==> src/rtl/irq_pkg.sv <==
package irq_pkg;
    localparam int NSRC = 6;
    localparam int NEXT = 3;
    localparam int IDW  = $clog2(NSRC);

    typedef enum logic [1:0] {
        ST_IDLE  = 2'd0,
        ST_PEND  = 2'd1,
        ST_GRANT = 2'd2
    } arb_state_e;

    function automatic logic [15:0] vec_of(input logic [IDW-1:0] id);
        logic [15:0] v;
        unique case (id)
            3'd0:    v = 16'h7FFC;
            3'd1:    v = 16'h7FFA;
            3'd2:    v = 16'h7FF8;
            3'd3:    v = 16'h7FF4;
            3'd4:    v = 16'h7FEE;
            3'd5:    v = 16'h7FEC;
            default: v = 16'h7FFE;
        endcase
        return v;
    endfunction
endpackage

==> src/rtl/irq_edge_sync.sv <==
module irq_edge_sync #(
    parameter int STAGES = 2
) (
    input  logic clk,
    input  logic rst_n,
    input  logic pin_i,
    input  logic rise_i,
    output logic hit_o
);
    logic [STAGES-1:0] sync_q;
    logic              last_q;

    always_ff @(posedge clk or negedge rst_n) begin
        if (!rst_n) begin
            sync_q <= '0;
            last_q <= 1'b0;
        end else begin
            sync_q <= {sync_q[STAGES-2:0], pin_i};
            last_q <= sync_q[STAGES-1];
        end
    end

    always_comb begin
        if (rise_i) hit_o = sync_q[STAGES-1] & ~last_q;
        else        hit_o = ~sync_q[STAGES-1] & last_q;
    end
endmodule

==> src/rtl/irq_pick.sv <==
module irq_pick #(
    parameter int W   = 6,
    parameter int IDW = 3
) (
    input  logic [W-1:0]   req_i,
    output logic           any_o,
    output logic [IDW-1:0] id_o
);
    always_comb begin
        id_o  = '0;
        any_o = |req_i;
        for (int i = W - 1; i >= 0; i--) begin
            if (req_i[i]) id_o = IDW'(i);
        end
    end
endmodule

==> src/rtl/prio_irq_ctrl.sv <==
module prio_irq_ctrl
    import irq_pkg::*;
#(
    parameter int SYNC_STAGES = 2
) (
    input  logic            clk,
    input  logic            rst_n,
    input  logic [NEXT-1:0] ext_pin,
    input  logic [NSRC-NEXT-1:0] periph_req,
    input  logic [NSRC-1:0] src_en,
    input  logic [NSRC-1:0] chain_sel,
    input  logic [NEXT-1:0] ext_rise,
    input  logic            ie1,
    input  logic            ie2,
    input  logic            priv,
    input  logic            nmi_wr,
    input  logic            nmi_wdata,
    input  logic            instr_end,
    output logic            irq_hi,
    output logic            irq_lo,
    output logic [15:0]     vec_addr,
    output logic            ack,
    output logic [IDW-1:0]  ack_src,
    output logic [NSRC-1:0] flags,
    output logic            nmi_mode
);
    arb_state_e      state_q, state_d;
    logic [NEXT-1:0] ext_hit;
    logic [NSRC-1:0] set_v, clr_v, elig, hi_vec, lo_vec;
    logic            hi_any, lo_any, any_req, nmi_pend;
    logic [IDW-1:0]  hi_id, lo_id, win_id, grant_q;

    // edge detection, one per external pin
    for (genvar g = 0; g < NEXT; g++) begin : g_ext
        irq_edge_sync #(.STAGES(SYNC_STAGES)) u_sync (
            .clk    (clk),
            .rst_n  (rst_n),
            .pin_i  (ext_pin[g]),
            .rise_i (ext_rise[g]),
            .hit_o  (ext_hit[g])
        );
    end

    assign set_v = {periph_req, ext_hit};

    always_comb begin
        clr_v = '0;
        if (state_q == ST_GRANT) clr_v[grant_q] = 1'b1;
    end

    // sticky flags: a new event in the clearing cycle survives
    always_ff @(posedge clk or negedge rst_n) begin
        if (!rst_n) flags <= '0;
        else        flags <= set_v | (flags & ~clr_v);
    end

    // guarded NMI configuration bit
    always_ff @(posedge clk or negedge rst_n) begin
        if (!rst_n)               nmi_mode <= 1'b0;
        else if (nmi_wr && priv)  nmi_mode <= nmi_wdata;
    end

    // chain formation
    always_comb begin
        nmi_pend = nmi_mode & flags[0];
        elig     = flags & src_en;
        hi_vec   = elig & chain_sel & {NSRC{ie1}};
        lo_vec   = elig & ~chain_sel & {NSRC{ie2}};
        if (nmi_mode) begin
            hi_vec[0] = nmi_pend;
            lo_vec[0] = 1'b0;
        end
    end

    irq_pick #(.W(NSRC), .IDW(IDW)) u_pick_hi (
        .req_i (hi_vec), .any_o (hi_any), .id_o (hi_id)
    );
    irq_pick #(.W(NSRC), .IDW(IDW)) u_pick_lo (
        .req_i (lo_vec), .any_o (lo_any), .id_o (lo_id)
    );

    assign any_req = hi_any | lo_any;
    assign win_id  = hi_any ? hi_id : lo_id;

    // state register
    always_ff @(posedge clk or negedge rst_n) begin
        if (!rst_n) begin
            state_q <= ST_IDLE;
            grant_q <= '0;
        end else begin
            state_q <= state_d;
            if (state_q == ST_PEND && any_req && instr_end) grant_q <= win_id;
        end
    end

    // next-state logic
    always_comb begin
        state_d = state_q;
        unique case (state_q)
            ST_IDLE:  if (any_req) state_d = ST_PEND;
            ST_PEND: begin
                if (!any_req)       state_d = ST_IDLE;
                else if (instr_end) state_d = ST_GRANT;
            end
            ST_GRANT: state_d = ST_IDLE;
            default:  state_d = ST_IDLE;
        endcase
    end

    // outputs
    always_comb begin
        irq_hi   = 1'b0;
        irq_lo   = 1'b0;
        ack      = 1'b0;
        ack_src  = grant_q;
        vec_addr = 16'h0000;
        unique case (state_q)
            ST_IDLE: ;
            ST_PEND: begin
                irq_hi   = hi_any;
                irq_lo   = lo_any;
                if (any_req) vec_addr = vec_of(win_id);
            end
            ST_GRANT: begin
                ack      = 1'b1;
                vec_addr = vec_of(grant_q);
            end
            default: ;
        endcase
    end

    // acknowledge is a single-cycle pulse
    p_ack_single_r9: assert property (@(posedge clk) disable iff (!rst_n)
        ack |=> !ack);
    // acknowledge only follows a boundary strobe
    p_ack_boundary_r9: assert property (@(posedge clk) disable iff (!rst_n)
        $rose(ack) |-> $past(instr_end));
    // the serviced source is still pending while acknowledged
    p_ack_flag_r9: assert property (@(posedge clk) disable iff (!rst_n)
        ack |-> flags[ack_src]);
    // NMI mode changes only under privilege
    p_nmi_guard_r10: assert property (@(posedge clk) disable iff (!rst_n)
        (nmi_mode != $past(nmi_mode)) |-> $past(priv && nmi_wr));
    // level-2 request never shown while its mask is off
    p_lo_mask_r6: assert property (@(posedge clk) disable iff (!rst_n)
        irq_lo |-> ie2);
    // a level-1 request needs an enabled level-1 flag or the NMI
    p_hi_source_r4: assert property (@(posedge clk) disable iff (!rst_n)
        irq_hi |-> (((flags & src_en & chain_sel) != '0) || (nmi_mode && flags[0])));
endmodule

==> config.mk <==
export PLATFORM = sky130hd
export DESIGN_NAME = prio_irq_ctrl
export DESIGN_NICKNAME = d
export VERILOG_FILES = /design/src/rtl/irq_pkg.sv /design/src/rtl/irq_edge_sync.sv /design/src/rtl/irq_pick.sv /design/src/rtl/prio_irq_ctrl.sv
export SDC_FILE = /design/constraint.sdc
export NUM_CORES = 1
export LEC_CHECK = 0
export ABC_AREA = 1
export BUFFER_PORTS_ARGS = -buffer_cell sky130_fd_sc_hd__clkbuf_2
export CORE_UTILIZATION = 42
export CTS_BUF_LIST = sky130_fd_sc_hd__clkbuf_8
export CTS_CLUSTER_SIZE = 14
export DETAILED_ROUTE_END_ITERATION = 6
export PLACE_DENSITY = 0.77
export SLEW_MARGIN = 10
export SYNTH_ARGS = -nofsm -noshare
export SYNTH_HDL_FRONTEND = slang
export SYNTH_SLANG_ARGS = --single-unit
==> constraint.sdc <==
create_clock -name clk -period 1.7 [get_ports clk]
set_input_delay 0.255 -clock clk [delete_from_list [all_inputs] [get_ports clk]]
set_output_delay 0.255 -clock clk [all_outputs]
set_load 0.05 [all_outputs]
==> summary.txt <==
TIMING
--------------------------------------------------------------------------------------
Setup repair after global routing missed its margin .....................          yes
Total Negative Setup Slacks .............................................    -13.19 ns
Shortest period the worst path allows ...................................      2.51 ns
Fin. max-slew vios ......................................................            0
Worst Skew ..............................................................   0.00495 ns
Min Hold Slack ..........................................................    0.0926 ns
Count of final hold-check violations ....................................            0
Final setup viols .......................................................           21
Pin slew with the least headroom to its limit ...........................     0.502 ns
Share of the clock period used by the worst path after layout ...........         1.48
Max_slew headroom .......................................................        0.665
Fin worst setup slack ...................................................    -0.814 ns
Peak clock frequency supported by timing ................................    0.398 GHz

CLOCKING
--------------------------------------------------------------------------------------
Number of H-tree levels .................................................            1
Clock tree from TritonCTS ...............................................          yes
Total clock buffers created by CTS ......................................            3
Clock slew at the register clock pins of the worst setup and hold paths .      0.07 ns
Worst skew pair latency .................................................      0.26 ns
Number of clock sinks ...................................................           21
Clock root cell ......................................................... sky130_fd_sc_hd__clkbuf_8
Max Buffers Root-to-Sink ................................................            2

PLACE
--------------------------------------------------------------------------------------
Port buffer count .......................................................           55
DP Area .................................................................  0.00190 mm2
Placer congestion estimate ..............................................        0.853
HPWL Detailed ...........................................................      2720 um

SETUP PATH
--------------------------------------------------------------------------------------
Path depth of the worst reg2reg path ....................................           14
Critical Path RT ........................................................      1.44 ns
Largest fanout on the critical path .....................................            5
Launching element type of the critical path .............................         flop
Startpoint of the worst register-to-register path ....................... flags[0]$_DFF_PN0_
Critical path class ..................................................... flop to primary output
Critical R2R Capture .................................................... state_q[0]$_DFFE_PN0P_
Signal arrival time at the worst endpoint ...............................      2.26 ns
Nature of the critical path endpoint .................................... primary output
Reg2Reg Setup Slack .....................................................     -0.41 ns

GLOBAL ROUTE
--------------------------------------------------------------------------------------
Pin count of the biggest net entering global routing ....................           22
Number of antenna violations at the first check in global routing .......            0
Overall overflow remaining after global route ...........................            0
Via count of the first global-routing pass ..............................         1532
Global-route wire length before repair ..................................      6370 um
Tot GR Track Use ........................................................        0.244

SYNTHESIS
--------------------------------------------------------------------------------------
Part of the Yosys area used for sequential elements .....................        0.383
Synthesized area ........................................................  0.00137 mm2
Fraction of post-synthesis cell area in the top cell type by area .......        0.383
Cells taking the most area after synthesis .............................. sky130_fd_sc_hd__dfrtp_1 (38%), sky130_fd_sc_hd__nand2_1 (15%), sky130_fd_sc_hd__inv_1 (8.5%), sky130_fd_sc_hd__buf_4 (6.0%), sky130_fd_sc_hd__nand3_1 (4.7%)
Cell accounting for the most synthesized area ........................... sky130_fd_sc_hd__dfrtp_1
Cell count after synthesis ..............................................          193
Count of different cell masters after synthesis .........................           25
Number of register bits inferred by synthesis ...........................           21
Number of warning messages in the yosys log .............................            0
Post-synthesis area per instance ........................................     7.11 um2

DIE
--------------------------------------------------------------------------------------
Core area ...............................................................  0.00308 mm2
Floorplan die area ......................................................  0.00350 mm2
Row Count ...............................................................           20
Die Y-Extent ............................................................      59.1 um
Number of I/O pins ......................................................           58
Die extent in x .........................................................      59.1 um
Starting density of the core ............................................        0.446

ROUTE
--------------------------------------------------------------------------------------
Number of nets with antenna violations after routing ....................            0
M1 WL ...................................................................      2020 um
Pre-Repair DR Iteration Count ...........................................            4
Vias per cell ...........................................................         5.10
Total DRC errors in the routed layout ...................................            0
Met2 wire length ........................................................      2700 um
Total length of routed met3 wires .......................................       350 um
Highest Signal Layer ....................................................         met4
Detail-routed net length per standard cell ..............................      16.3 um
Total Routed Length .....................................................      5310 um
Via Count ...............................................................         1661
Detailed Route Iter0 Violations .........................................          137

FINISH
--------------------------------------------------------------------------------------
Area grow syn2layout ....................................................        79.2%
Number of fill cells in the layout ......................................          184
Final core utilization ..................................................        0.798
Top library cells by usage in the layout, fill and taps aside ........... sky130_fd_sc_hd__nand2_1 (40), sky130_fd_sc_hd__clkbuf_2 (39), sky130_fd_sc_hd__buf_4 (33)
Antenna fix cells .......................................................            0
Most common library cell in the layout ignoring fill and taps ........... sky130_fd_sc_hd__nand2_1
Layout cells sized above 1 ..............................................        0.567
Number of nets in the finished design ...................................          315
Design area .............................................................  0.00246 mm2

JOB
--------------------------------------------------------------------------------------
Max Cap Violations ......................................................            0

RUN STATUS
--------------------------------------------------------------------------------------
Violations in the final reports ......................................... negative setup slack
Status .................................................................. finished, violations left

POWER
--------------------------------------------------------------------------------------
Maximum vdd drop ........................................................     0.984 mV
Pwr dens ................................................................  2010 mW/mm2
Leak Pwr ................................................................   0.00121 uW
PnR Total Power .........................................................      4950 uW

MIN PATH
--------------------------------------------------------------------------------------
Worst hold path endpoint ................................................ g_ext[2].u_sync.sync_q[0]$_DFF_PN0_
Type of the tightest min-delay check .................................... input port to flop
Worst hold start ........................................................   ext_pin[2]
Hold depth ..............................................................            1

==> what timing repair did <==
item | CTS | global route
cloned | 1 | 0
resized for setup | 52 | 46
setup endpoints to repair | 16 | 21
hold endpoints to repair | 21 | 0
buffers inserted | 7 | 10
hold buffers | 1 | 0
pin swaps | 7 | 24
==> per-layer routing <==
metal  GRT usage  vias up
met2       0.448       84
met4       0.102        0
li1            -      779
met5           0        -
met3      0.0262       30
met1       0.288      768
==> state kept, by name, summed over array words and instances, names as in the netlist <==
signal and cells:
g_ext.u_sync.last_q 3, g_ext.u_sync.sync_q 6, nmi_mode 1, state_q 2, flags 6, ack_src 3
==> worst max-delay path by stage <==
stage,from,to,slack (ns),cells after the start
5_1_grt,nmi_mode$_DFFE_PN0P_,vec_addr[4],-0.97,14
3_5_place_dp,flags[0]$_DFF_PN0_,vec_addr[11],-0.29,11
2_1_floorplan,nmi_mode$_DFFE_PN0P_,vec_addr[8],-0.32,11
6_report,flags[0]$_DFF_PN0_,vec_addr[8],-0.81,12
3_3_place_gp,flags[2]$_DFF_PN0_,vec_addr[10],-0.23,13
4_1_cts,flags[0]$_DFF_PN0_,vec_addr[7],-0.50,11
==> stage by stage <==
stage | setup WS, ns | instances
global placement | -0.226 | 303
floorplan | -0.321 | 194
detailed placement | -0.286 | 303
CTS | -0.499 | 316
finish | -0.814 | 326
global route | -0.968 | 326
==> synthesized netlist by cell type <==
master,number
sky130_fd_sc_hd__conb_1,1
sky130_fd_sc_hd__nor2_1,16
sky130_fd_sc_hd__nor3_1,1
sky130_fd_sc_hd__nand3_2,1
sky130_fd_sc_hd__a21oi_1,7
sky130_fd_sc_hd__dfrtp_1,21
sky130_fd_sc_hd__inv_4,1
sky130_fd_sc_hd__nand4_1,4
sky130_fd_sc_hd__o211ai_1,3
sky130_fd_sc_hd__buf_4,11
sky130_fd_sc_hd__nor2_2,5
sky130_fd_sc_hd__nand3_1,13
sky130_fd_sc_hd__inv_2,1
sky130_fd_sc_hd__inv_1,31
sky130_fd_sc_hd__o21bai_1,1
sky130_fd_sc_hd__nand2_2,1
sky130_fd_sc_hd__o41ai_1,1
sky130_fd_sc_hd__o21ai_0,12
sky130_fd_sc_hd__a21oi_4,1
sky130_fd_sc_hd__a21o_1,2
sky130_fd_sc_hd__nand2_4,1
sky130_fd_sc_hd__nand2_1,53
sky130_fd_sc_hd__a31oi_1,1
sky130_fd_sc_hd__nor2_4,1
sky130_fd_sc_hd__ha_1,3
==> report_power, final <==
group | internal [uW] | total (uW) | switching [uW]
clock | 163 | 320 | 157
combinational | 1580 | 3940 | 2350
sequential | 594 | 692 | 98.5
==> cells by family after synthesis <==
kind of cell / count (synthesis) / share of synthesized area
adder cells (fa/ha/maj): 3 / 0.0274
AND/OR/NAND/NOR: 96 / 0.309
buffers and inverters: 44 / 0.152
other: 1 / 0.00273
AO/OA/AOI/OAI: 28 / 0.125
flip-flops: 21 / 0.383
==> critical path, stage by stage (launching register included) <==
cell and delay (ns):
sky130_fd_sc_hd__dfrtp_2 0.46, sky130_fd_sc_hd__nand2_1 0.10, sky130_fd_sc_hd__inv_1 0.06, sky130_fd_sc_hd__nor2_2 0.17
sky130_fd_sc_hd__nand3_2 0.15, sky130_fd_sc_hd__nor2_4 0.20, sky130_fd_sc_hd__nand2_2 0.11, sky130_fd_sc_hd__nand2_4 0.10
sky130_fd_sc_hd__inv_6 0.05, sky130_fd_sc_hd__o21ai_4 0.24, sky130_fd_sc_hd__buf_12 0.15, sky130_fd_sc_hd__inv_8 0.04
sky130_fd_sc_hd__clkbuf_16 0.16
==> final cells by class <==
type	count	area (um2)	share of cell area
Tap cell	44	55.1	0.0224
Inverter	33	136	0.0555
Multi-Input combinational cell	129	866	0.352
Clock inverter	1	5.00	0.00204
Timing Repair inverter	1	8.76	0.00356
Timing Repair Buffer	94	811	0.330
Sequential cell	21	534	0.217
Clock buffer	3	41.3	0.0168
Power figures use the tool's default switching activity.
